<file path="config.mk">
export PLATFORM = sky130hd
export DESIGN_NAME = scl_clkgen
export DESIGN_NICKNAME = d
export VERILOG_FILES = /design/src/rtl/scl_gen_pkg.sv /design/src/rtl/scl_div_cfg.sv /design/src/rtl/scl_phase_seq.sv /design/src/rtl/scl_clkgen.sv
export SDC_FILE = /design/constraint.sdc
export NUM_CORES = 1
export LEC_CHECK = 0
export BUFFER_PORTS_ARGS = -buffer_cell sky130_fd_sc_hd__buf_2
export CORE_MARGIN = 10
export CORE_UTILIZATION = 40
export DETAILED_ROUTE_END_ITERATION = 16
export PLACE_DENSITY = 0.67
export SLEW_MARGIN = 20
export SYNTH_ARGS = -nofsm -noshare
export SYNTH_HDL_FRONTEND = slang
export SYNTH_SLANG_ARGS = --single-unit
</file>
<file path="constraint.sdc">
create_clock -name clk -period 5.05 [get_ports clk]
set_clock_uncertainty 0.1 [all_clocks]
set_input_delay 1.01 -clock clk [delete_from_list [all_inputs] [get_ports clk]]
set_output_delay 1.01 -clock clk [all_outputs]
set_load 0.05 [all_outputs]
</file>
<file path="src/rtl/scl_gen_pkg.sv">
// Shared types for the SCL clock generator.
// Assumes: nothing beyond IEEE 1800-2017.
package scl_gen_pkg;

    // Phase of the generated SCL waveform.
    typedef enum logic [1:0] {
        PH_IDLE = 2'd0,
        PH_LOW  = 2'd1,
        PH_HIGH = 2'd2
    } scl_phase_e;

endpackage

</file>
<file path="src/rtl/scl_div_cfg.sv">
// Divider configuration bytes and phase-length derivation.
// Holds the control, extension and frequency-range fields. It turns the
// split divider into the low and high phase lengths, in system clocks.
// Assumes: write strobes are single-cycle and synchronous to clk.
module scl_div_cfg #(
    parameter int DIV_W = 12,
    parameter int LO_W  = 7,
    parameter int CNT_W = DIV_W + 2
) (
    input  logic             clk,
    input  logic             rst_n,
    input  logic             ctl_wr,
    input  logic [7:0]       ctl_wdata,
    input  logic             ext_wr,
    input  logic [7:0]       ext_wdata,
    input  logic             addr2_wr,
    input  logic [7:0]       addr2_wdata,
    output logic [7:0]       ctl_rdata,
    output logic [7:0]       ext_rdata,
    output logic [2:0]       frange,
    output logic [CNT_W-1:0] lo_len,
    output logic [CNT_W-1:0] hi_len
);
    localparam int HI_W = DIV_W - LO_W;
    localparam logic [DIV_W-1:0] MIN_DIV = DIV_W'(2);

    logic [7:0]      ctl_q;
    logic [HI_W-1:0] ext_q;
    logic [2:0]      frange_q;
    logic [DIV_W-1:0] div_raw;
    logic [DIV_W-1:0] div_eff;
    logic            fast_mode;

    // Bits of the write bytes with no function here.
    logic unused_wbits;
    assign unused_wbits = ^{ext_wdata[7:HI_W], addr2_wdata[4:0]};

    // Configuration byte storage.
    always_ff @(posedge clk) begin
        if (!rst_n) begin
            ctl_q    <= 8'h00;
            ext_q    <= '0;
            frange_q <= 3'b010;
        end else begin
            if (ctl_wr)   ctl_q    <= ctl_wdata;
            if (ext_wr)   ext_q    <= ext_wdata[HI_W-1:0];
            if (addr2_wr) frange_q <= addr2_wdata[7:5];
        end
    end

    // Divider assembly, clamping and phase-length laws.
    always_comb begin
        div_raw   = {ext_q, ctl_q[LO_W-1:0]};
        fast_mode = ctl_q[7];
        div_eff   = (div_raw < MIN_DIV) ? MIN_DIV : div_raw;
        hi_len    = CNT_W'(div_eff) + CNT_W'(3);
        if (fast_mode)
            lo_len = (CNT_W'(div_eff) << 1) + CNT_W'(6);
        else
            lo_len = CNT_W'(div_eff) + CNT_W'(4);
    end

    assign ctl_rdata = ctl_q;
    assign ext_rdata = {{(8-HI_W){1'b0}}, ext_q};
    assign frange    = frange_q;

endmodule

</file>
<file path="src/rtl/scl_phase_seq.sv">
// SCL phase sequencer.
// Runs the low and high phases from latched lengths and stretches the high
// phase while the line reads low. It produces the phase strobes and the
// mid-phase tick.
// Assumes: lo_len and hi_len are at least 2; scl_in is already synchronised.
module scl_phase_seq
    import scl_gen_pkg::*;
#(
    parameter int CNT_W = 14
) (
    input  logic             clk,
    input  logic             rst_n,
    input  logic             enable,
    input  logic             scl_in,
    input  logic [CNT_W-1:0] lo_len,
    input  logic [CNT_W-1:0] hi_len,
    output logic             scl_out,
    output logic             low_strobe,
    output logic             high_strobe,
    output logic             qtick
);
    scl_phase_e       phase;
    logic [CNT_W-1:0] cnt;
    logic [CNT_W-1:0] lat_lo;
    logic [CNT_W-1:0] lat_hi;

    // Phase state, down-counter and period-boundary reload.
    always_ff @(posedge clk) begin
        if (!rst_n || !enable) begin
            phase       <= PH_IDLE;
            cnt         <= '0;
            lat_lo      <= '0;
            lat_hi      <= '0;
            low_strobe  <= 1'b0;
            high_strobe <= 1'b0;
        end else begin
            low_strobe  <= 1'b0;
            high_strobe <= 1'b0;
            unique case (phase)
                PH_IDLE: begin
                    phase      <= PH_LOW;
                    lat_lo     <= lo_len;
                    lat_hi     <= hi_len;
                    cnt        <= lo_len - CNT_W'(1);
                    low_strobe <= 1'b1;
                end
                PH_LOW: begin
                    if (cnt == '0) begin
                        phase       <= PH_HIGH;
                        cnt         <= lat_hi - CNT_W'(1);
                        high_strobe <= 1'b1;
                    end else begin
                        cnt <= cnt - CNT_W'(1);
                    end
                end
                PH_HIGH: begin
                    if (scl_in) begin
                        if (cnt == '0) begin
                            phase      <= PH_LOW;
                            lat_lo     <= lo_len;
                            lat_hi     <= hi_len;
                            cnt        <= lo_len - CNT_W'(1);
                            low_strobe <= 1'b1;
                        end else begin
                            cnt <= cnt - CNT_W'(1);
                        end
                    end
                end
                default: phase <= PH_IDLE;
            endcase
        end
    end

    // Line drive and mid-phase tick.
    always_comb begin
        scl_out = (phase != PH_LOW);
        qtick   = ((phase == PH_LOW) && (cnt == (lat_lo >> 1))) ||
                  ((phase == PH_HIGH) && scl_in && (cnt == (lat_hi >> 1)));
    end

    // Phase strobes are mutually exclusive.
    assert_strobes_exclusive_R10: assert property (@(posedge clk) disable iff (!rst_n)
        $onehot0({low_strobe, high_strobe}));

    // A finished low phase hands over to a high phase.
    assert_low_to_high_R3: assert property (@(posedge clk) disable iff (!rst_n)
        (enable && phase == PH_LOW && cnt == '0) |=> (phase == PH_HIGH && high_strobe));

    // A held-low line freezes the high-phase count.
    assert_stretch_hold_R6: assert property (@(posedge clk) disable iff (!rst_n)
        (enable && phase == PH_HIGH && !scl_in) |=> (phase == PH_HIGH && $stable(cnt)));

    // Latched lengths only change at a low-phase start.
    assert_reload_at_boundary_R7: assert property (@(posedge clk) disable iff (!rst_n)
        (!low_strobe && phase != PH_IDLE) |-> ($stable(lat_lo) && $stable(lat_hi)));

    // Latched lengths never fall below the clamped minimum.
    assert_min_length_R5: assert property (@(posedge clk) disable iff (!rst_n)
        low_strobe |-> (lat_lo >= CNT_W'(6) && lat_hi >= CNT_W'(5)));

    // Disabling releases the line and silences the strobes.
    assert_disable_release_R8: assert property (@(posedge clk) disable iff (!rst_n)
        !enable |=> (scl_out && !low_strobe && !high_strobe && !qtick));

endmodule

</file>
<file path="src/rtl/scl_clkgen.sv">
// I2C master SCL clock generator, top level.
// Joins the divider configuration to the phase sequencer.
// Assumes: a synchronous active-low reset and scl_in already synchronised
// to clk.
module scl_clkgen #(
    parameter int DIV_W = 12,
    parameter int LO_W  = 7
) (
    input  logic       clk,
    input  logic       rst_n,
    input  logic       enable,
    input  logic       ctl_wr,
    input  logic [7:0] ctl_wdata,
    input  logic       ext_wr,
    input  logic [7:0] ext_wdata,
    input  logic       addr2_wr,
    input  logic [7:0] addr2_wdata,
    input  logic       scl_in,
    output logic [7:0] ctl_rdata,
    output logic [7:0] ext_rdata,
    output logic [2:0] frange,
    output logic       scl_out,
    output logic       low_strobe,
    output logic       high_strobe,
    output logic       qtick
);
    localparam int CNT_W = DIV_W + 2;

    logic [CNT_W-1:0] lo_len;
    logic [CNT_W-1:0] hi_len;

    scl_div_cfg #(
        .DIV_W (DIV_W),
        .LO_W  (LO_W),
        .CNT_W (CNT_W)
    ) u_cfg (
        .clk         (clk),
        .rst_n       (rst_n),
        .ctl_wr      (ctl_wr),
        .ctl_wdata   (ctl_wdata),
        .ext_wr      (ext_wr),
        .ext_wdata   (ext_wdata),
        .addr2_wr    (addr2_wr),
        .addr2_wdata (addr2_wdata),
        .ctl_rdata   (ctl_rdata),
        .ext_rdata   (ext_rdata),
        .frange      (frange),
        .lo_len      (lo_len),
        .hi_len      (hi_len)
    );

    scl_phase_seq #(
        .CNT_W (CNT_W)
    ) u_seq (
        .clk         (clk),
        .rst_n       (rst_n),
        .enable      (enable),
        .scl_in      (scl_in),
        .lo_len      (lo_len),
        .hi_len      (hi_len),
        .scl_out     (scl_out),
        .low_strobe  (low_strobe),
        .high_strobe (high_strobe),
        .qtick       (qtick)
    );

endmodule

</file>
==> results.toml <==
[outcome]
outcome = "completed"

[floorplan]
ios = 54
rows = 39
dieArea_mm2 = 0.0162
start_util_pct = 40.6
core_area_mm2 = 0.0114
die_w_um = 127
die_h_um = 127

[power]
p_comb_share_pct = 30.3
power_frac_seq_pct = 31.9
ir_drop_mv = 0.284
leakage_nw = 2.03
power_w = 0.00177
clkPwrFrac_pct = 37.8
netSwitchingFraction_pct = 35.3
power_switching_w = 0.000623
cell_internal_pwr_w = 0.00114
cellPowerDensity_mw_per_mm2 = 350

[timing]
rsz0062_at_grt = "false"
hold_viol_final = 0
period_share_pct = 78.5
tns_ps = 0
worstMarginPinSlew_ps = 1010
slew_viol_final = 0
slew_headroom_pct = 32.6
period_needed_ps = 3960
fmax_mhz = 252
holdWs_ps = 363
setup_viol = 0

[yosys]
synth_seq_cells = 60
yosys_warnings = 0
syn_area_mm2 = 0.00462
async_flop_share_pct = 0
postSynthCellCount = 594
synth.distinct_cells = 71
avgSynthCellArea_um2 = 7.78
yosys_most_used_dff = "dfxtp_1"
ys_seq_area_share_pct = 26.0
synth_edf_count = 0

[route]
drt_iter0_markers = 388
vias = 4287
wirelength_um = 13100
drtAntennaViolNets = 0
first_pass_iters = 5
wl_per_cell_um = 17.6
viasPerCell = 5.77
drc = 0

[cells_and_area]
final_net_count = 636
fin_area_mm2 = 0.00505
final_cells = 743
antenna_cells = 0
layout_commonest_cell = "dfxtp_1"
fillers = 1138
syn2layout_area_growth_pct = 9.24
layout-drive-gt1-share_pct = 13.3
final_cell_mix = "dfxtp_1, nand2_1, nor2_1, buf_2, a21oi_1"

[critical_path]
crit_type = "flip-flop to flip-flop"
endpoint_kind = "flip-flop"
crit_arrival_ps = 4070
crit_required_ps = 5160
worstPathMaxFanout = 15
worstSetupStartpointType = "flip-flop"
reg2reg_depth = 12

[clocking]
cts_tree = "built"
cts_root_buf = "clkbuf_16"
clkTransAtPathRegs_ps = 50
cts_max_level = 3
hold_buffers = 0
post_cts_buffers = 0
clkLatencyLatePin_ps = 330
clockBufferDepth = 2
cts-resized-gates = 0
clock-sinks = 60
cts_buffers = 9

[min_path]
hold_path.class = "flip-flop to flip-flop"
whs_path_depth = 2

[placement]
hpwl_um = 9590
gp_congestion = 0.898
io_buffers = 42
place_area_mm2 = 0.00473
placed_cells = 727

[global_route]
grt_antenna_before_repair = 0
grt_max_degree = 41
overflow = 0
grt_pass1_vias = 4136
grt_pass1_wl_um = 21400
grtUsageTotal_pct = 15.9

[job]
cap_viol_max_count = 0
## path summary, 6_finish.rpt
kind                      to                from  slack, ps
max            u_seq.cnt[12]  u_cfg.ctl_rdata[6]       1090
min          u_seq.lat_lo[5]     u_seq.lat_lo[5]        360
max reg2reg    u_seq.cnt[12]  u_cfg.ctl_rdata[6]       1090
min reg2reg  u_seq.lat_lo[5]     u_seq.lat_lo[5]        360
## Yosys cell counts, drive strengths merged, types with 14 or more instances
| cell | n | area share (%) |
|---|---|---|
| o21ai | 34 | 3.7 |
| xnor2 | 32 | 6.1 |
| inv | 16 | 1.3 |
| a21oi | 37 | 4.0 |
| nand3 | 14 | 1.5 |
| nand2 | 54 | 4.4 |
| nor2 | 53 | 4.3 |
| clkbuf | 35 | 3.5 |
| nor3 | 20 | 2.3 |
| dfxtp | 60 | 26 |
| mux2i | 21 | 4.6 |
| a211oi | 32 | 5.4 |
| xor2 | 33 | 6.3 |
| buf | 22 | 3.1 |
| nor2b | 16 | 2.2 |
## routing by layer
layer | track usage (%) | vias up | wire length, um
li1 | - | 2112 | -
met1 | 20.6 | 1971 | 5840
met2 | 25.5 | 188 | 5990
met3 | 3.35 | 16 | 1030
met4 | 5.89 | 0 | 216
met5 | 0 | - | 0
## layout make-up
| cell class | count | area, um^2 | area share [%] |
|---|---|---|---|
| Multi-Input combinational cell | 461 | 3040 | 60.3 |
| Sequential cell | 60 | 1200 | 23.8 |
| Clock buffer | 12 | 246 | 4.88 |
| Timing Repair Buffer | 46 | 240 | 4.76 |
| Tap cell | 143 | 179 | 3.55 |
| Clock inverter | 4 | 72.6 | 1.44 |
| Inverter | 17 | 63.8 | 1.26 |
## power groups by stage
stage	clock [W]	combinational, W	sequential [W]
global route	0.000697	0.000584	0.000569
global placement	0	0.000516	0.000569
finish	0.000668	0.000536	0.000563
CTS	0.000675	0.000528	0.000561
detailed placement	0	0.000524	0.000571
floorplan	0	0.000423	0.000563
## registers in the layout, indices dropped and copies added, names as in the netlist
| register | count |
|---|---|
| u_seq.cnt | 14 |
| u_seq.lat_hi | 13 |
| u_seq.lat_lo | 13 |
| u_cfg.ctl_rdata | 8 |
| u_cfg.ext_q | 5 |
| u_cfg.frange | 3 |
| u_seq.phase | 2 |
| u_seq.high_strobe | 1 |
| u_seq.low_strobe | 1 |
## through the flow
stage	util [%]	setup WS, ps
2_1_floorplan	-	1410
3_5_place_dp	41.6	1190
4_1_cts	44.4	1170
3_3_place_gp	41.6	1280
6_report	44.4	1090
5_1_grt	44.4	767
## cell families (layout without fill, tap and decap cells)
| logic type | count (synthesis) | count (layout) | share of synthesized area (%) |
|---|---|---|---|
| AOI/OAI and AO/OA | 147 | 147 | 21.2 |
| xor gates and xnor gates | 65 | 65 | 12.3 |
| adders and majority gates | 10 | 10 | 2.71 |
| buffers and inverters | 75 | 79 | 8.32 |
| DFF | 60 | 60 | 26.0 |
| muxes | 21 | 21 | 4.63 |
| other | 1 | 3 | 0.0812 |
| and+or+nand+nor | 215 | 215 | 24.7 |
## worst max-delay path: stages (launching register included)
cell      delay (ps)
dfxtp_1          460
nor4_1           450
nand3_1          220
and2_1           270
inv_1            130
ha_1             350
and4b_1          350
a211o_1          330
o211ai_2         160
nor4b_4          410
nand4_1          160
xnor2_1          320
o21ai_0          120
Note: power is estimated with default switching activity, not from simulation.
